### src/rtl/evcap_pkg.sv
package evcap_pkg;

    localparam int NUM_EV     = 4;
    localparam int PTR_W      = $clog2(NUM_EV);
    localparam int IN_SEL_W   = 7;
    localparam int SYNC_SEL_W = 3;
    localparam int NUM_IN     = 1 << IN_SEL_W;
    localparam int NUM_SYNC   = 1 << SYNC_SEL_W;
    localparam int FLAG_W     = NUM_EV + 1;
    localparam int ADDR_W     = 4;
    localparam int DATA_W     = 32;

    typedef enum logic [ADDR_W-1:0] {
        AD_CTRL  = 4'd0,
        AD_STAT  = 4'd1,
        AD_IEN   = 4'd2,
        AD_FLAG  = 4'd3,
        AD_CNT   = 4'd4,
        AD_PHASE = 4'd5,
        AD_CMD   = 4'd6
    } addr_e;

    // Control word, LSB last in this list: run is bit 0.
    typedef struct packed {
        logic [6:0]            rsv;
        logic [SYNC_SEL_W-1:0] sync_sel;
        logic [IN_SEL_W-1:0]   in_sel;
        logic [PTR_W-1:0]      dma_sel;
        logic [NUM_EV-1:0]     delta;
        logic [NUM_EV-1:0]     pol;
        logic                  sync_en;
        logic [PTR_W-1:0]      stop_at;
        logic                  oneshot;
        logic                  run;
    } ctrl_t;

endpackage

### src/rtl/evcap_edge.sv
module evcap_edge
    import evcap_pkg::*;
#(
    parameter int N_IN  = NUM_IN,
    parameter int SEL_W = IN_SEL_W
) (
    input  logic             clk,
    input  logic             rst_n,
    input  logic [N_IN-1:0]  sig_in,
    input  logic [SEL_W-1:0] sel,
    input  logic             hist_clr,
    output logic             rise,
    output logic             fall
);

    typedef struct packed {
        logic s1;
        logic s2;
        logic s3;
    } pipe_t;

    pipe_t pipe_d, pipe_q;

    always_comb begin
        pipe_d.s1 = sig_in[sel];
        pipe_d.s2 = pipe_q.s1;
        // a history clear makes the next compare see no change
        pipe_d.s3 = hist_clr ? pipe_q.s1 : pipe_q.s2;
    end

    always_ff @(posedge clk or negedge rst_n) begin
        if (!rst_n) pipe_q <= '0;
        else        pipe_q <= pipe_d;
    end

    assign rise = pipe_q.s2 & ~pipe_q.s3;
    assign fall = ~pipe_q.s2 & pipe_q.s3;

endmodule

### src/rtl/evcap_rdmux.sv
module evcap_rdmux
    import evcap_pkg::*;
#(
    parameter int CNT_W = 32
) (
    input  logic [ADDR_W-1:0]            addr,
    input  logic [DATA_W-1:0]            ctrl_word,
    input  logic [DATA_W-1:0]            stat_word,
    input  logic [FLAG_W-1:0]            ien,
    input  logic [FLAG_W-1:0]            flags,
    input  logic [CNT_W-1:0]             cnt,
    input  logic [CNT_W-1:0]             phase,
    input  logic [NUM_EV-1:0][CNT_W-1:0] cap,
    output logic [DATA_W-1:0]            rdata
);

    always_comb begin
        rdata = '0;
        case (addr)
            AD_CTRL:  rdata = ctrl_word;
            AD_STAT:  rdata = stat_word;
            AD_IEN:   rdata = DATA_W'(ien);
            AD_FLAG:  rdata = DATA_W'(flags);
            AD_CNT:   rdata = DATA_W'(cnt);
            AD_PHASE: rdata = DATA_W'(phase);
            default: begin
                if (addr[ADDR_W-1:PTR_W] == 2'b10)
                    rdata = DATA_W'(cap[addr[PTR_W-1:0]]);
            end
        endcase
    end

endmodule

### src/rtl/evcap_top.sv
module evcap_top
    import evcap_pkg::*;
#(
    parameter int CNT_W = 32
) (
    input  logic                clk,
    input  logic                rst_n,
    input  logic [NUM_IN-1:0]   sig_in,
    input  logic [NUM_SYNC-1:0] sync_src,
    input  logic                reg_we,
    input  logic [ADDR_W-1:0]   reg_addr,
    input  logic [DATA_W-1:0]   reg_wdata,
    output logic [DATA_W-1:0]   reg_rdata,
    output logic                irq_o,
    output logic                dma_req_o
);

    typedef struct packed {
        ctrl_t                     ctrl;
        logic [FLAG_W-1:0]         ien;
        logic [CNT_W-1:0]          phase;
        logic [CNT_W-1:0]          cnt;
        logic [NUM_EV-1:0][CNT_W-1:0] cap;
        logic [PTR_W-1:0]          ptr;
        logic                      armed;
        logic [FLAG_W-1:0]         flags;
        logic                      dma;
    } state_t;

    state_t st_d, st_q;

    logic edge_rise, edge_fall;
    logic cmd_rearm, cmd_frst, cnt_wr, sync_hit;
    logic edge_ok, load_ok, cap_fire, delta_rst, ptr_forced;

    // strobes decoded from the bus and the configuration
    assign cmd_rearm  = reg_we && (reg_addr == AD_CMD) && reg_wdata[0];
    assign cmd_frst   = reg_we && (reg_addr == AD_CMD) && reg_wdata[1];
    assign cnt_wr     = reg_we && (reg_addr == AD_CNT);
    assign sync_hit   = st_q.ctrl.sync_en && sync_src[st_q.ctrl.sync_sel];
    assign edge_ok    = st_q.ctrl.pol[st_q.ptr] ? edge_fall : edge_rise;
    assign load_ok    = !st_q.ctrl.oneshot || st_q.armed;
    assign ptr_forced = cmd_rearm || cmd_frst;
    assign cap_fire   = edge_ok && load_ok && !ptr_forced;
    assign delta_rst  = cap_fire && st_q.ctrl.delta[st_q.ptr];

    evcap_edge #(
        .N_IN (NUM_IN),
        .SEL_W(IN_SEL_W)
    ) u_edge (
        .clk     (clk),
        .rst_n   (rst_n),
        .sig_in  (sig_in),
        .sel     (st_q.ctrl.in_sel),
        .hist_clr(cmd_frst),
        .rise    (edge_rise),
        .fall    (edge_fall)
    );

    always_comb begin
        st_d     = st_q;
        st_d.dma = 1'b0;

        // flag clear first so that a same-cycle set wins
        if (reg_we && reg_addr == AD_FLAG)
            st_d.flags = st_q.flags & ~reg_wdata[FLAG_W-1:0];

        // counter: bus write > sync load > delta restart > count
        if (cnt_wr) begin
            st_d.cnt = reg_wdata[CNT_W-1:0];
        end else if (sync_hit) begin
            st_d.cnt = st_q.phase;
        end else if (delta_rst) begin
            st_d.cnt = '0;
        end else if (st_q.ctrl.run) begin
            st_d.cnt = st_q.cnt + CNT_W'(1);
            if (&st_q.cnt) st_d.flags[NUM_EV] = 1'b1;
        end

        if (cap_fire) begin
            st_d.cap[st_q.ptr]   = st_q.cnt;
            st_d.flags[st_q.ptr] = 1'b1;
            st_d.ptr             = st_q.ptr + PTR_W'(1);
            if (st_q.ptr == st_q.ctrl.dma_sel) st_d.dma = 1'b1;
            if (st_q.ctrl.oneshot && st_q.ptr == st_q.ctrl.stop_at)
                st_d.armed = 1'b0;
        end

        if (cmd_rearm) begin
            st_d.armed = 1'b1;
            st_d.ptr   = '0;
        end

        if (cmd_frst) begin
            st_d.ptr   = '0;
            st_d.flags = '0;
        end

        if (reg_we) begin
            case (reg_addr)
                AD_CTRL:  st_d.ctrl  = ctrl_t'(reg_wdata);
                AD_IEN:   st_d.ien   = reg_wdata[FLAG_W-1:0];
                AD_PHASE: st_d.phase = reg_wdata[CNT_W-1:0];
                default: ;
            endcase
        end
    end

    always_ff @(posedge clk or negedge rst_n) begin
        if (!rst_n) begin
            st_q       <= '0;
            st_q.armed <= 1'b1;
        end else begin
            st_q <= st_d;
        end
    end

    // named views for the bound checker
    logic                         run_w, oneshot_w, armed_w;
    logic [CNT_W-1:0]             cnt_w;
    logic [PTR_W-1:0]             ptr_w;
    logic [FLAG_W-1:0]            flags_w;
    logic [NUM_EV-1:0][CNT_W-1:0] cap_w;

    assign run_w     = st_q.ctrl.run;
    assign oneshot_w = st_q.ctrl.oneshot;
    assign armed_w   = st_q.armed;
    assign cnt_w     = st_q.cnt;
    assign ptr_w     = st_q.ptr;
    assign flags_w   = st_q.flags;
    assign cap_w     = st_q.cap;

    evcap_rdmux #(
        .CNT_W(CNT_W)
    ) u_rdmux (
        .addr     (reg_addr),
        .ctrl_word(DATA_W'(st_q.ctrl)),
        .stat_word({{(DATA_W-PTR_W-1){1'b0}}, st_q.armed, st_q.ptr}),
        .ien      (st_q.ien),
        .flags    (st_q.flags),
        .cnt      (st_q.cnt),
        .phase    (st_q.phase),
        .cap      (st_q.cap),
        .rdata    (reg_rdata)
    );

    assign irq_o     = |(st_q.flags & st_q.ien);
    assign dma_req_o = st_q.dma;

endmodule

### config.mk
export PLATFORM = sky130hd
export DESIGN_NAME = evcap_top
export DESIGN_NICKNAME = d
export VERILOG_FILES = /design/src/rtl/evcap_pkg.sv /design/src/rtl/evcap_edge.sv /design/src/rtl/evcap_rdmux.sv /design/src/rtl/evcap_top.sv
export SDC_FILE = /design/constraint.sdc
export NUM_CORES = 1
export LEC_CHECK = 0
export ABC_AREA = 1
export BUFFER_PORTS_ARGS = -buffer_cell sky130_fd_sc_hd__buf_2
export CAP_MARGIN = 10
export CORE_UTILIZATION = 50
export CTS_CLUSTER_DIAMETER = 50
export DETAILED_ROUTE_END_ITERATION = 6
export PLACE_DENSITY_LB_ADDON = 0.2
export SLEW_MARGIN = 5
export SYNTH_ARGS = -nofsm -noshare
export SYNTH_HDL_FRONTEND = slang
export SYNTH_SLANG_ARGS = --single-unit
### constraint.sdc
create_clock -name clk -period 1.8 [get_ports clk]
set_input_delay 0.09 -clock clk [delete_from_list [all_inputs] [get_ports clk]]
set_output_delay 0.09 -clock clk [all_outputs]
set_load 0.02 [all_outputs]
# Word level (Yosys, flattened, before mapping)
# Cells that the tools add are included.
classes:
  n_reduce_logical: 27
  n_eq_ne: 9
  add_sub_neg: 2
  bitwise_logic: 8
  mux: 35
  magnitude_cmp: 6
op_table:
  columns: ["operator", "n"]
  rows:
  - ["32-bit 2-to-1 mux", 7]
  - ["32-bit one-hot mux with 6 select lines", 1]
  - ["128-bit bitwise mux", 1]
  - ["32-bit binary-select mux with 2-bit select", 1]
  - ["32-bit demux with 2-bit select", 1]
  - ["32-bit by 1-bit adder with 32-bit output (second input constant)", 1]
  - ["32-bit AND reduction", 1]
  - ["1-bit 2-to-1 mux", 14]
  - ["4-bit by 3-bit == test with 1-bit output (second input constant)", 3]
  - ["1-bit logical AND", 12]
  - ["5-bit AND", 2]
  - ["5-bit 2-to-1 mux", 2]
  - ["9-bit 2-to-1 mux", 1]
  - ["4-bit by 2-bit == test with 1-bit output (second input constant)", 2]
  - ["7-bit by 8-bit less-than comparator with 1-bit output (second input constant)", 1]
  - ["2-bit AND reduction", 4]
  - ["1-bit binary-select mux with 7-bit select", 1]
  - ["2-bit by 3-bit less-than comparator with 1-bit output (second input constant)", 2]
  - ["5-bit NOT", 1]
  - ["5-bit by 4-bit OR with 5-bit output", 1]
  - ["5-bit OR reduction", 1]
  - ["1-bit binary-select mux with 2-bit select", 2]
  - ["2-bit == test", 2]
  - ["4-bit by 1-bit == test with 1-bit output (second input constant)", 1]
  - ["other kinds (17)", 22]
word_totals:
  out_inout_bits: 34
  reg_bits: 241
  in_bits: 175
  wordCells: 111

# Logic depth before layout (Yosys ltp)
logic_depth:
  ltp_word: 14
  mapped_depth: 14
  mapped_depth_nobuf: 13

# By module
# Synthesis repeated with hierarchy kept, for this count alone.
hier_totals:
  hier_cells: 2210
  area_unflattened_um2: 14893.0
by_module_without_submodules:
  columns: ["module", "n_inst", "cells_per_inst", "seq_area_each_um2", "area_per_inst_um2"]
  rows:
  - ["evcap_top", 1, 1333, 5957.0, 11038.1]
  - ["evcap_rdmux", 1, 572, 0.0, 2423.6]
  - ["evcap_edge", 1, 305, 75.1, 1431.4]

# Worst setup path before layout
# Ideal clock, no wire load.
synth_path:
  path_type: "flip-flop to flip-flop"
  startpoint: "register st_q, in the netlist cnt_w[1]"
  endpoint: "register st_q, in the netlist cnt_w[20]"
  required_ps: 1683
  arrival_time_ps: 1556
  n_path_buf: 0
  synth_period_minus_slack_ps: 1674
  path_slack_ps: 126
  stages_incl_launch_ff: 13
  setup_ps: 117
  path_cell_list: "dfrtp_1 ha_1 nand2_1 nor2_1 nand2_1 nor2_2 nand2_1 nor2_1 nor2_1 nand3_1 nand2_1 nand3_1 nand2_1"
synth_via:
  elab_chain_cells: 5
synth_rtl:
  columns: ["element", "line_no", "rtl"]
  rows:
  - ["start, declared", "evcap_top.sv:30", "state_t st_d, st_q;"]
  - ["start signal, assigned", "evcap_top.sv:114", "st_q <= st_d;"]
  - ["32-bit by 1-bit adder with 32-bit output", "evcap_top.sv:76", "st_d.cnt = st_q.cnt + CNT_W'(1);"]
  - ["32-bit 2-to-1 mux", "evcap_top.sv:75", "end else if (st_q.ctrl.run) begin"]
  - ["32-bit 2-to-1 mux", "evcap_top.sv:73", "end else if (delta_rst) begin"]
  - ["32-bit 2-to-1 mux", "evcap_top.sv:71", "end else if (sync_hit) begin"]
  - ["32-bit 2-to-1 mux", "evcap_top.sv:69", "if (cnt_wr) begin"]
# No other way between the ends. The select of a mux whose other input is x is not followed.
# A chain may end at the register's enable or synchronous reset.

# Worst setup path in the final report
layout_path:
  startpoint: "register st_q, in the netlist cap_w[12]"
  endpoint: "output reg_rdata[12]"
layout_via:
  elab_chain_cells: 4
layout_rtl:
  columns: ["element", "line_no", "rtl"]
  rows:
  - ["32-bit binary-select mux with 2-bit select", "evcap_rdmux.sv:28", "rdata = DATA_W'(cap[addr[PTR_W-1:0]]);"]
  - ["32-bit 2-to-1 mux (not written as such)", "evcap_rdmux.sv:28", null]
  - ["32-bit 2-to-1 mux", "evcap_rdmux.sv:27", "if (addr[ADDR_W-1:PTR_W] == 2'b10)"]
  - ["32-bit one-hot mux with 6 select lines", "evcap_rdmux.sv:19", "case (addr)"]
  - ["end, declared", "evcap_top.sv:13", "output logic [DATA_W-1:0] reg_rdata,"]
# No other way between the ends. The select of a mux whose other input is x is not followed.

==> key figures <==
Logic synthesis
  – EDFF count, synth: 0
  – Dominant cells by area after synthesis: sky130_fd_sc_hd__dfrtp_1, sky130_fd_sc_hd__nand2_1, sky130_fd_sc_hd__nand3_1
  – Simple-gate share of the synthesized area: 28.62%
  – Count leader, synth: sky130_fd_sc_hd__nand2_1
  – Post-synth top cells: sky130_fd_sc_hd__nand2_1, sky130_fd_sc_hd__dfrtp_1, sky130_fd_sc_hd__inv_1, sky130_fd_sc_hd__nand3_1, sky130_fd_sc_hd__nor2_1
  – Xor/xnor share of the synthesized area: 1.031%
  – Synthesized netlist net count: 2186
  – Flip-flop and latch count after synthesis: 241
  – Number of library cell types mapped by synthesis: 40
  – Number of instances in the synthesized netlist: 2006
  – Mux contribution to synthesized area: 0%
  – Largest family of logic cells by synthesized area: simple AND/OR/NAND/NOR gates
  – Post-synth top area cell: sky130_fd_sc_hd__dfrtp_1
  – Dominant synthesized flop cell: sky130_fd_sc_hd__dfrtp_1
  – Synthesized area divided by synthesized cell count: 7.202 µm²
  – Share of synthesized cell area in full adder, half adder and majority cells: 0.4331%
  – Sequential-to-total area share from yosys stat: 41.75%
  – Area share of the largest cell type after synthesis: 41.57%
  – Ys async rst share: 100.0%
  – Synthesis Warnings: 0
  – Synth Area in Compound Gates: 16.34%
  – Mapped cell area: 14450 µm²

Final layout
  – Area of all sequential standard cells: 6041 µm²
  – Fill cell count: 2202
  – Multi-input gate area: 7657 µm²
  – Share of final-layout standard cells stronger than drive strength 1: 31.90%
  – Area delta synth->final: 37.45%
  – Non-Filler Instances: 2745
  – Final design area excluding fillers: 19860 µm²
  – Antenna diode count: 0
  – Number of nets in the layout: 2524

Clock network
  – Root buf cell: sky130_fd_sc_hd__clkbuf_16
  – Clock tree from TritonCTS: built
  – Total clock buffers created by CTS: 31
  – H-Tree Level Count: 1
  – Worst skew pair latency: 560 ps
  – Clock sink count: 241
  – Longest Clk Path Bufs: 3
  – CTS clk-pin slew, worst paths: 60 ps

Critical path
  – Setup crit start kind: flip-flop
  – Longest individual stage delay on the worst path: 390 ps
  – Cell chain of the critical path: inv_2 -> o22ai_1 -> o21ai_1 -> buf_4 -> nand4_1 -> buf_6
  – Critical R2R Launch: ptr_w[0]
  – Worst Setup End Kind: primary output
  – Critical R2R Capture: cnt_w[13]
  – Number of buffers and inverters on the critical path: 3
  – Highest net fanout along the worst path: 2
  – Master of the slowest instance on the critical path: sky130_fd_sc_hd__dfrtp_1
  – Required time at the worst-slack endpoint: 1710 ps
  – Type of the worst setup path: flip-flop to primary output
  – Largest delay share family, worst path: buffers and inverters
  – Register-to-Register Path Depth: 12
  – Data arrival time of the critical path: 1810 ps
  – Reg2reg setup slack: -70 ps

Global routing
  – Antenna violations before repair: 0
  – Maximum number of pins on one net before global-route repair: 71
  – First-pass GRT wire length: 77.58 mm
  – Overall overflow remaining after global route: 0
  – Via count of the first global-routing pass: 14454
  – Overall routing resource usage: 34.16%

Die
  – Row count: 61
  – Number of top-level pins: 209
  – Die outline area: 29580 µm²
  – Die width: 172.0 µm
  – Initial core utilization: 51.43%
  – Core Region: 28090 µm²
  – Height of the chip: 172.0 µm

STA
  – RSZ-0062 raised after global routing: true
  – Hold Fails Final Rpt: 0
  – Number of failing setup endpoints in the final timing report: 49
  – Final critical-path share of the clock period: 105.6%
  – Minimum clock period after layout: 1901 ps
  – Sum Neg Setup Slack: -1386 ps
  – Final Max Slew Viols: 0
  – Highest clock frequency the design can meet: 526.0 MHz
  – Worst setup margin: -101.3 ps
  – Post-Route Skew: 19.79 ps
  – Transition at the pin with the smallest max-transition slack: 567.6 ps
  – Max-slew headroom at the worst pin: 62.12%

Place
  – Area of placed instances: 16460 µm²
  – Routability congestion estimate from global placement: 0.9752
  – Number of placed instances with taps included: 2592
  – Detailed Place HPWL: 33.62 mm
  – Pre-CTS setup slack: -118.7 ps
  – Count of port buffers added during placement: 208

Power
  – Leakage power figure: 9.635 nW
  – PwrDens: 1359 nW/µm²
  – Worst IR drop on VDD: 0.8993 mV
  – Overall Power: 0.02698 W

Worst hold path
  – Worst min-delay path category: input port to asynchronous set/reset pin

Run status
  – Violations in the final reports: setup timing
  – Outcome: finished with violations

Job
  – MaxCap Viol Count: 0

Route
  – Wirelength per Cell: 19.61 µm
  – Count of antenna-violating nets left after detailed routing: 0
  – Number of search-and-repair iterations in the first detailed-routing pass: 6
  – Total length of routed wires: 53.84 mm
  – Routed vias: 15671
  – Iteration-0 DRC Markers: 1520
  – Drt via density: 5.709
  – Number of DRC violations after detailed routing: 0
-- cell type report --
cell class              instances  share of cell area, %
flip-flops and latches        241                  30.42
well taps                     378                  2.382
repair inverters                4                 0.3970
multi-input cells            1386                  38.56
clock inverters                14                 0.5608
repair buffers                428                  17.85
clock buffers                  42                  4.518
inverters                     252                  5.312
-- worst max-delay path by stage --
stage / depth (start not counted) / end / slack, ps / startpoint
6_report: 6 / reg_rdata[12] / -100 / cap_w[12]
5_1_grt: 13 / cnt_w[28] / -120 / ptr_w[0]
4_1_cts: 5 / reg_rdata[20] / -60 / cnt_w[20]
3_5_place_dp: 12 / cap_w[17] / -120 / ptr_w[0]
3_3_place_gp: 11 / cnt_w[13] / -5 / cnt_w[0]
2_1_floorplan: 12 / cnt_w[20] / 130 / cnt_w[1]
-- cell families (layout without fill, tap and decap cells) --
family	after synthesis	in the layout
simple gates	977	977
compound gates	387	387
buf+inv	379	740
flops	241	241
xor+xnor	17	17
fa+ha+maj	5	5
-- metal layers --
metal | up-vias | track usage [%] | part of all wire [%]
met3 | 211 | 4.509 | 8.3
met4 | 0 | 18.24 | 6.3
li1 | 7213 | - | -
met1 | 7368 | 44.22 | 39
met2 | 879 | 55.77 | 47
met5 | - | 0 | 0
-- repair_timing --
| item | CTS | global route |
|---|---|---|
| setup buffers | 22 | 24 |
| gates resized for setup | 107 | 276 |
| endpoints found under the setup margin | 190 | 137 |
| cloned | 4 | 14 |
| endpoints found under the hold margin | 342 | 0 |
| hold buffers | 34 | 0 |
| pin swaps | 16 | 66 |
-- placed cells by master, fill, tap and decap left out, drive strengths merged --
cell	n
dfstp	1
o211ai	1
nand4	35
dlygate4sd3	34
o2111ai	27
clkinvlp	4
ha	5
a22o	2
xor2	14
clkinv	20
nor3	2
nor4	1
clkbuf	49
nand2	636
inv	246
buf	387
o21ai	232
a221oi	4
nand3	197
o22ai	67
dfrtp	240
xnor2	3
nand3b	2
a21oi	54
nor2	104
-- registers in the layout (all words and copies together), names as in the netlist --
register,cells
ptr_w,2
cnt_w,32
dma_req_o,1
u_edge.pipe_q,2
u_edge.pipe_d,1
flags_w,5
st_q,67
armed_w,1
oneshot_w,1
run_w,1
cap_w,128
-- report_power, final --
| part | internal, W | total, W | switching [W] |
|---|---|---|---|
| Clock | 0.00350 | 0.00601 | 0.00251 |
| Sequential | 0.00738 | 0.00872 | 0.00134 |
| Combinational | 0.00506 | 0.0122 | 0.00719 |
| Total | 0.0159 | 0.0270 | 0.0110 |
-- metrics by stage --
step                util, %  hold WS, ps
floorplan                 -       -205.6
global placement      58.62        24.82
detailed placement    58.62        26.29
CTS                   65.56        27.85
global route          70.70        55.92
finish                70.70        36.05
Power figures use the tool's default switching activity.
